### src/rtl/dst_tag_drain_pkg.sv
package dst_tag_drain_pkg;

  localparam int WORD_W     = 32;
  localparam int TAG_WORDS  = 4;
  localparam int IRQ_BIT    = 31;
  localparam int ID_LSB     = 28;
  localparam int ID_W       = 3;
  localparam int END_ID_BIT = 2;

  typedef enum logic [1:0] {
    ST_IDLE = 2'd0,
    ST_RUN  = 2'd1,
    ST_TAG  = 2'd2
  } drain_st_e;

  // End condition of a tag, taken from its first word.
  function automatic logic tag_ends(input logic [WORD_W-1:0] w0);
    logic [ID_W-1:0] id;
    id = w0[ID_LSB +: ID_W];
    return w0[IRQ_BIT] | id[END_ID_BIT];
  endfunction

endpackage

### src/rtl/dst_tag_capture.sv
module dst_tag_capture
  import dst_tag_drain_pkg::*;
#(
  parameter int ADDR_W = 24,
  parameter int WC_W   = 24
) (
  input  logic              clk,
  input  logic              rst,
  input  logic              go,
  input  logic              clr,
  input  logic [WORD_W-1:0] word_i,
  output logic              pop_o,
  output logic              done_o,
  output logic [ADDR_W-1:0] addr_o,
  output logic [WC_W-1:0]   wc_o,
  output logic              end_o
);

  localparam int IDX_W = (TAG_WORDS > 1) ? $clog2(TAG_WORDS) : 1;
  localparam logic [IDX_W-1:0] LAST_IDX = IDX_W'(TAG_WORDS - 1);

  logic              active_q;
  logic [IDX_W-1:0]  idx_q;
  logic [ADDR_W-1:0] addr_q;
  logic [WC_W-1:0]   wc_q;
  logic              end_q;

  always_ff @(posedge clk) begin
    if (rst || clr) begin
      active_q <= 1'b0;
      idx_q    <= '0;
      addr_q   <= '0;
      wc_q     <= '0;
      end_q    <= 1'b0;
    end else if (go) begin
      active_q <= 1'b1;
      idx_q    <= '0;
    end else if (active_q) begin
      case (idx_q)
        IDX_W'(0): begin
          addr_q <= word_i[ADDR_W-1:0];
          end_q  <= tag_ends(word_i);
        end
        IDX_W'(1): wc_q <= word_i[WC_W-1:0];
        default: ;
      endcase
      idx_q <= idx_q + IDX_W'(1);
      if (idx_q == LAST_IDX) active_q <= 1'b0;
    end
  end

  assign pop_o  = active_q;
  assign done_o = active_q && (idx_q == LAST_IDX);
  assign addr_o = addr_q;
  assign wc_o   = wc_q;
  assign end_o  = end_q;

endmodule

### src/rtl/dst_payload_mover.sv
module dst_payload_mover #(
  parameter int ADDR_W = 24,
  parameter int WC_W   = 24,
  parameter int TOT_W  = 32
) (
  input  logic              clk,
  input  logic              rst,
  input  logic              clear_tot,
  input  logic              load,
  input  logic [ADDR_W-1:0] load_addr,
  input  logic [WC_W-1:0]   load_wc,
  input  logic              accept,
  output logic [ADDR_W-1:0] addr_o,
  output logic              rem_zero_o,
  output logic [TOT_W-1:0]  total_o
);

  localparam logic [ADDR_W-1:0] STEP = ADDR_W'(4);

  logic [ADDR_W-1:0] addr_q;
  logic [WC_W-1:0]   rem_q;
  logic [TOT_W-1:0]  tot_q;

  always_ff @(posedge clk) begin
    if (rst) begin
      addr_q <= '0;
      rem_q  <= '0;
    end else if (load) begin
      addr_q <= load_addr;
      rem_q  <= load_wc;
    end else if (accept) begin
      addr_q <= addr_q + STEP;
      rem_q  <= rem_q - WC_W'(1);
    end
  end

  always_ff @(posedge clk) begin
    if (rst || clear_tot) tot_q <= '0;
    else if (accept)      tot_q <= tot_q + TOT_W'(1);
  end

  assign addr_o     = addr_q;
  assign rem_zero_o = (rem_q == '0);
  assign total_o    = tot_q;

endmodule

### src/rtl/dst_tag_drain.sv
module dst_tag_drain
  import dst_tag_drain_pkg::*;
#(
  parameter int ADDR_W = 24,
  parameter int WC_W   = 24,
  parameter int OCC_W  = 6,
  parameter int TOT_W  = 32
) (
  input  logic              clk,
  input  logic              rst,
  input  logic              start,
  output logic              busy,
  output logic              irq,
  output logic [TOT_W-1:0]  xfer_words,
  input  logic [OCC_W-1:0]  fifo_count,
  input  logic [WORD_W-1:0] fifo_rdata,
  output logic              fifo_pop,
  output logic              mem_valid,
  input  logic              mem_ready,
  output logic [ADDR_W-1:0] mem_addr,
  output logic [WORD_W-1:0] mem_data
);

  localparam logic [OCC_W-1:0] TAG_NEED = OCC_W'(TAG_WORDS);

  drain_st_e         st_q;
  logic              busy_q, irq_q, end_q;
  logic [TOT_W-1:0]  xfer_q;

  logic              tag_go, tag_pop, tag_done, tag_end;
  logic [ADDR_W-1:0] tag_addr, pay_addr;
  logic [WC_W-1:0]   tag_wc;
  logic              rem_zero, accept, finish, begin_xfer;
  logic [TOT_W-1:0]  total;

  always_comb begin
    begin_xfer = (st_q == ST_IDLE) && start;
    mem_valid  = (st_q == ST_RUN) && !rem_zero && (fifo_count != '0);
    accept     = mem_valid && mem_ready;
    tag_go     = (st_q == ST_RUN) && rem_zero && !end_q && (fifo_count >= TAG_NEED);
    finish     = (st_q == ST_RUN) && rem_zero && end_q;
    fifo_pop   = tag_pop || accept;
  end

  dst_tag_capture #(.ADDR_W(ADDR_W), .WC_W(WC_W)) u_tag (
    .clk    (clk),
    .rst    (rst),
    .go     (tag_go),
    .clr    (finish),
    .word_i (fifo_rdata),
    .pop_o  (tag_pop),
    .done_o (tag_done),
    .addr_o (tag_addr),
    .wc_o   (tag_wc),
    .end_o  (tag_end)
  );

  dst_payload_mover #(.ADDR_W(ADDR_W), .WC_W(WC_W), .TOT_W(TOT_W)) u_pay (
    .clk        (clk),
    .rst        (rst),
    .clear_tot  (begin_xfer),
    .load       (tag_done),
    .load_addr  (tag_addr),
    .load_wc    (tag_wc),
    .accept     (accept),
    .addr_o     (pay_addr),
    .rem_zero_o (rem_zero),
    .total_o    (total)
  );

  always_ff @(posedge clk) begin
    if (rst) begin
      st_q   <= ST_IDLE;
      busy_q <= 1'b0;
      irq_q  <= 1'b0;
      end_q  <= 1'b0;
      xfer_q <= '0;
    end else begin
      irq_q <= 1'b0;
      case (st_q)
        ST_IDLE: begin
          if (start) begin
            st_q   <= ST_RUN;
            busy_q <= 1'b1;
          end
        end
        ST_RUN: begin
          if (finish) begin
            st_q   <= ST_IDLE;
            busy_q <= 1'b0;
            irq_q  <= 1'b1;
            end_q  <= 1'b0;
            xfer_q <= (total == '0) ? TOT_W'(1) : total;
          end else if (tag_go) begin
            st_q <= ST_TAG;
          end
        end
        ST_TAG: begin
          if (tag_done) begin
            st_q  <= ST_RUN;
            end_q <= tag_end;
          end
        end
        default: st_q <= ST_IDLE;
      endcase
    end
  end

  assign busy       = busy_q;
  assign irq        = irq_q;
  assign xfer_words = xfer_q;
  assign mem_addr   = pay_addr;
  assign mem_data   = fifo_rdata;

endmodule

### config.mk
export PLATFORM = sky130hd
export DESIGN_NAME = dst_tag_drain
export DESIGN_NICKNAME = d
export VERILOG_FILES = /design/src/rtl/dst_tag_drain_pkg.sv /design/src/rtl/dst_tag_capture.sv /design/src/rtl/dst_payload_mover.sv /design/src/rtl/dst_tag_drain.sv
export SDC_FILE = /design/constraint.sdc
export NUM_CORES = 1
export LEC_CHECK = 0
export ABC_CLOCK_PERIOD_IN_PS = 6500
export BUFFER_PORTS_ARGS = -buffer_cell sky130_fd_sc_hd__clkbuf_2
export CORE_UTILIZATION = 45
export CTS_BUF_LIST = sky130_fd_sc_hd__clkbuf_8
export CTS_CLUSTER_DIAMETER = 50
export DETAILED_ROUTE_END_ITERATION = 7
export GPL_TIMING_DRIVEN = 0
export PLACE_DENSITY = 0.66
export SYNTH_ARGS = -nofsm -noshare
export SYNTH_HDL_FRONTEND = slang
export SYNTH_SLANG_ARGS = --single-unit
### constraint.sdc
create_clock -name clk -period 6.5 [get_ports clk]
set_input_delay 1.3 -clock clk [delete_from_list [all_inputs] [get_ports clk]]
set_output_delay 1.3 -clock clk [all_outputs]
set_load 0.03 [all_outputs]
After elaboration in Yosys (flattened, before gate mapping)

Index checks and enable logic that the tools add are counted.
Widths: inputs -> output; s select.

$add $sub $neg: 4
Magnitude comparators: 1
Eq/ne operators: 8
Mux-type cells: 19
Bitwise logic cells: 3
Reduce and logical (&&, ||, !) cells: 30

Operators with widths:

| cell                  | count |
|---|---|
| $mux 24               | 4 |
| $add 32x1->32 const B | 1 |
| $logic_not 32->1      | 1 |
| $mux 32               | 1 |
| $add 24x3->24 const B | 1 |
| $logic_not 24->1      | 1 |
| $sub 24x1->24 const B | 1 |
| $reduce_and 3->1      | 5 |
| $logic_and 1x1->1     | 9 |
| $mux 2                | 4 |
| $mux 1                | 7 |
| $ge 6x3->1 const B    | 1 |
| $pmux 2 s3            | 1 |
| $reduce_bool 2->1     | 3 |
| $reduce_bool 6->1     | 1 |
| $eq 2x1->1 const B    | 2 |
| $eq 2x2->1 const B    | 2 |
| $logic_not 2->1       | 2 |
| $ne 2x2->1 const B    | 2 |
| $pmux 1 s2            | 2 |
| $reduce_or 2->1       | 2 |
| $logic_or 1x1->1      | 3 |
| $ne 3x2->1 const B    | 1 |
| $add 2x1->2 const B   | 1 |
| 5 further kinds       | 7 |

Bits in registers: 169
Bits of input ports: 42
Output and inout port bits: 92
Logic and storage cells: 78

Longest topological paths before layout

Depth in word-level cells: 7
Mapped depth: 9
Mapped depth without buffers: 7

Modules after synthesis

Synthesis repeated with hierarchy kept, for this count alone.

Cells, all modules: 930
Area total of the unflattened synthesis: 7822.5 µm²

Modules (own cells, without submodules):

| module            | instances | cells an instance | area each (µm²) | seq. area each (µm²) |
|---|---|---|---|---|
| dst_payload_mover | 1         | 505               | 4115.2          | 1601.5 |
| dst_tag_capture   | 1         | 209               | 1973.1          | 1041.0 |
| dst_tag_drain     | 1         | 216               | 1734.2          | 740.7 |

Worst setup path after synthesis

OpenSTA, ideal clock, no wires.

Path type: input -> output
Start: input port fifo_count[2]
End: output port fifo_pop
Data arrival time: 2635 ps
Required time: 5200 ps
Path slack: 2565 ps
Stages on the path: 6
Buffers on the path: 2
Cells stage by stage: nor4_1 a211oi_2 o31ai_4 buf_6 buf_6 nand2b_1

Cells in the longest elaborated chain, start to end: 4

RTL lines:

| item              | line                | RTL |
|---|---|---|
| start, declared   | dst_tag_drain.sv:15 | `input logic [OCC_W-1:0] fifo_count,` |
| $reduce_bool 6->1 | dst_tag_drain.sv:38 | `mem_valid = (st_q == ST_RUN) && !rem_zero && (fifo_count != '0);` |
| $logic_and 1x1->1 | dst_tag_drain.sv:38 |  |
| $logic_and 1x1->1 | dst_tag_drain.sv:39 | `accept = mem_valid && mem_ready;` |
| $logic_or 1x1->1  | dst_tag_drain.sv:42 | `fifo_pop = tag_pop \|\| accept;` |
| end, declared     | dst_tag_drain.sv:17 | `output logic fifo_pop,` |

No other way between the ends.

Worst setup path in the final report

Ends and elaborated chain as after synthesis.

==> flow_metrics.tcl <==
set metrics [dict create \
    slew_headroom_pct 42.51 \
    crit_type "primary input to primary output" \
    antenna_found_initial 0 \
    vias_per_cell 5.898 \
    synth_fp_nets 1033 \
    fin_crit_sh_pct 71.37 \
    die_area_sq_mm 0.01849 \
    place_hpwl_microns 17680 \
    cp.required_ps 5200 \
    timing.rr.end "u_pay.addr_o[6]$_SDFFE_PP0P_" \
    syn2layout_area_growth_pct 16.74 \
    cp_top_family "simple AND/OR/NAND/NOR gates" \
    clk_latency_ps 470 \
    whs_path_depth 2 \
    core_area_sq_mm 0.01742 \
    ys_warn_count 0 \
    overflow 0 \
    p_leak_nw 3.511 \
    start_kind "primary input" \
    worstPathArrival_ps 3340 \
    drt_wl_total_microns 24120 \
    dp_slack_ps 1829 \
    clockRootBuffer "clkbuf_8" \
    synthArstFlopShare_pct 0 \
    drc 0 \
    min_period_ps 4639 \
    critical-path-max-stage-delay_ps 740 \
    nFillCells 1744 \
    r2r_setup_slack_ps 3370 \
    pwr_density_cell_mw_per_mm2 384.4 \
    seq_area_frac_synth_pct 41.88 \
    rsz0062_at_grt "false" \
    dr.pass1.iters 7 \
    cp-end-kind "primary output" \
    hold_violations 0 \
    hold_buffers 0 \
    die_w_microns 136.0 \
    cts_setup_buffers 0 \
    regToRegStartpoint "u_pay.rem_q[5]$_SDFFE_PP0P_" \
    synthCells 983 \
    cts_resized 0 \
    drt_iter0_markers 593 \
    diodes 0 \
    synthMuxAreaShare_pct 0.5111 \
    synth_top_family_by_area "simple AND/OR/NAND/NOR gates" \
    seqCellArea_sq_mm 0.003383 \
    skew_ps 12.65 \
    clkTransAtPathRegs_ps 90 \
    setup_violations 0 \
    clock-sinks 169 \
    syn_area_sq_mm 0.008079 \
    hold_class "flop to flop" \
    ctsLongestPathBuffers 2 \
    synth_compound_area_share_pct 20.13 \
    rows 48 \
    grt.total_usage_pct 26.38 \
    yosysUniqueCellTypes 59 \
    htreeDepth 4 \
    max_freq_ghz 0.2155 \
    synthSimpleGateAreaFrac_pct 28.14 \
    num_io_pins 134 \
    place.gp.congestion 0.8718 \
    cp_num_buf_inv 4 \
    drive_gt1_share_pct 20.42 \
    die_y_microns 136.0 \
    synth_edf_count 0 \
    ys.flop_type "dfxtp_1" \
    wire_per_inst_microns 17.66 \
    finalWorstSetupSlack_ps 1861 \
    worst_slew_pin_slew_ps 854.5 \
    worstHoldStart "xfer_words[23]$_SDFFE_PP0P_" \
    avgSynthCellArea_sq_um 8.219 \
    tritoncts "done" \
    ant_nets 0 \
    ys_ff_latch 169 \
    initial_core_util_pct 46.39 \
    layout.nets 1179 \
    synth_xor_area_share_pct 0.2168 \
    drv_cap 0 \
    status "finished, final reports clean" \
    cp_max_fo 10 \
    port_buffers 127 \
    ir_drop_mv 0.2803 \
    grt_pass1_wl_microns 37580 \
    worstHoldEndpoint "xfer_words[23]$_SDFFE_PP0P_" \
    maxSlewViolCount 0 \
    cts_made_buffers 17 \
    multiInputGateArea_sq_mm 0.004059 \
    path_cells "clkbuf_2 > nor4_1 > a211oi_2 > o31ai_4 > buf_6 > buf_6 > nand2b_1 > clkbuf_2" \
    first_global_vias 7143 \
    vias 8057 \
    ff2ff_path_depth 7 \
    crit_slowest_cell "nor4_1" \
    fin_tns_setup_ps 0 \
    grt_max_degree 17 \
    synth_adder_area_share_pct 1.239 \
]
logic make-up (layout without fill, tap and decap cells):
logic type,count (synthesis),count (layout)
flip-flops,169,169
adder cells (fa/ha/maj),8,8
XOR/XNOR,2,2
AND/OR/NAND/NOR,436,436
AO/OA/AOI/OAI,243,243
buffers and inverters,121,279
multiplexers,4,4
sequential cells by signal, summed over array words and instances (netlist names):
signal,flops
u_pay.total_o,32
xfer_words,32
u_pay.addr_o,24
u_pay.rem_q,24
u_tag.addr_o,24
u_tag.wc_o,24
st_q,2
u_tag.idx_q,2
busy,1
end_q,1
irq,1
u_tag.end_o,1
u_tag.pop_o,1
cell usage in the layout, fill, tap and decap left out, types with 4 or more instances in the layout:
| cell type | count |
|---|---|
| nand2_1 | 133 |
| clkbuf_8 | 19 |
| o21ai_0 | 76 |
| clkbuf_1 | 53 |
| a311oi_1 | 22 |
| a21oi_1 | 69 |
| a211oi_1 | 11 |
| and4_1 | 17 |
| or4_1 | 19 |
| inv_1 | 18 |
| buf_4 | 33 |
| clkbuf_2 | 127 |
| a311oi_2 | 7 |
| and3_1 | 9 |
| or3_1 | 35 |
| nand4_1 | 15 |
| buf_6 | 7 |
| bufinv_16 | 4 |
| o21ai_1 | 5 |
| o31ai_1 | 24 |
| nor4_1 | 26 |
| dfxtp_1 | 169 |
| buf_2 | 5 |
| ha_1 | 8 |
| nand3_1 | 72 |
| o21ai_2 | 4 |
| nand3b_1 | 5 |
| nor2_1 | 61 |
| nor3b_1 | 7 |
| nor3_1 | 16 |
| buf_1 | 7 |
per-stage QoR:
| step | area (sq um) | hold slack, ps | power, mW | utilization (%) | cells |
|---|---|---|---|---|---|
| floorplan | 8079 | 432.2 | 2.384 | - | 983 |
| global placement | 8996 | 438.1 | 2.761 | 51.65 | 1335 |
| detailed placement | 8996 | 442.5 | 2.780 | 51.65 | 1335 |
| CTS | 9432 | 455.7 | 3.603 | 54.15 | 1366 |
| global route | 9432 | 473.4 | 3.816 | 54.15 | 1366 |
| finish | 9432 | 453.1 | 3.625 | 54.15 | 1366 |
cell usage after synthesis (all sizes together), types with 5 or more instances:
master,number,share of area (%)
dfxtp,169,42
nand2,133,6.2
o21ai,85,5.5
nand3,72,4.5
a21oi,69,4.3
nor2,61,2.8
clkbuf,53,2.5
buf,52,4.7
or3,35,2.7
a311oi,29,3.7
nor4,29,2.6
o31ai,26,2.8
or4,22,2.2
and4,17,1.8
inv,16,0.74
nor3,16,0.99
nand4,15,1.2
a211oi,12,1.2
and3,9,0.70
ha,8,1.2
nor3b,7,0.65
nand3b,5,0.46
metal layers:
layer,global-route usage [%],up-vias,part of all wire [%]
li1,-,3881,-
met1,34.91,3828,45
met2,43.06,312,47
met3,4.810,36,6.4
met4,8.827,0,2.1
met5,0,-,0
area by class of cell:
class	instances	area share (%)
plain buffers	105	6.116
clock buffers	19	2.773
clock inverters	12	1.844
inverters	16	0.6368
multi-input cells	693	43.04
flip-flops and latches	169	35.87
well taps	225	2.985
repair buffers	127	6.739
power breakdown:
part | internal (mW) | total (mW) | switching [mW]
clock network | 0.437 | 0.836 | 0.400
logic | 0.522 | 1.55 | 1.02
registers | 1.14 | 1.24 | 0.104
total | 2.10 | 3.63 | 1.53
how the worst max path moves through the flow:
stage,from,end,cells past startpoint
finish,fifo_count[2],fifo_pop,8
global route,u_pay.rem_q[5]$_SDFFE_PP0P_,mem_valid,7
CTS,fifo_count[2],fifo_pop,8
detailed placement,fifo_count[2],fifo_pop,8
global placement,fifo_count[2],fifo_pop,8
floorplan,fifo_count[2],fifo_pop,6
worst register-to-register path: stages, from the launching register on:
cell	delay [ps]
dfxtp_1	360
nor4_1	660
nand3_1	590
o31ai_4	670
buf_6	230
buf_6	180
o21ai_2	80
a311oi_2	260
No activity file was read; power rests on OpenSTA's default activity.
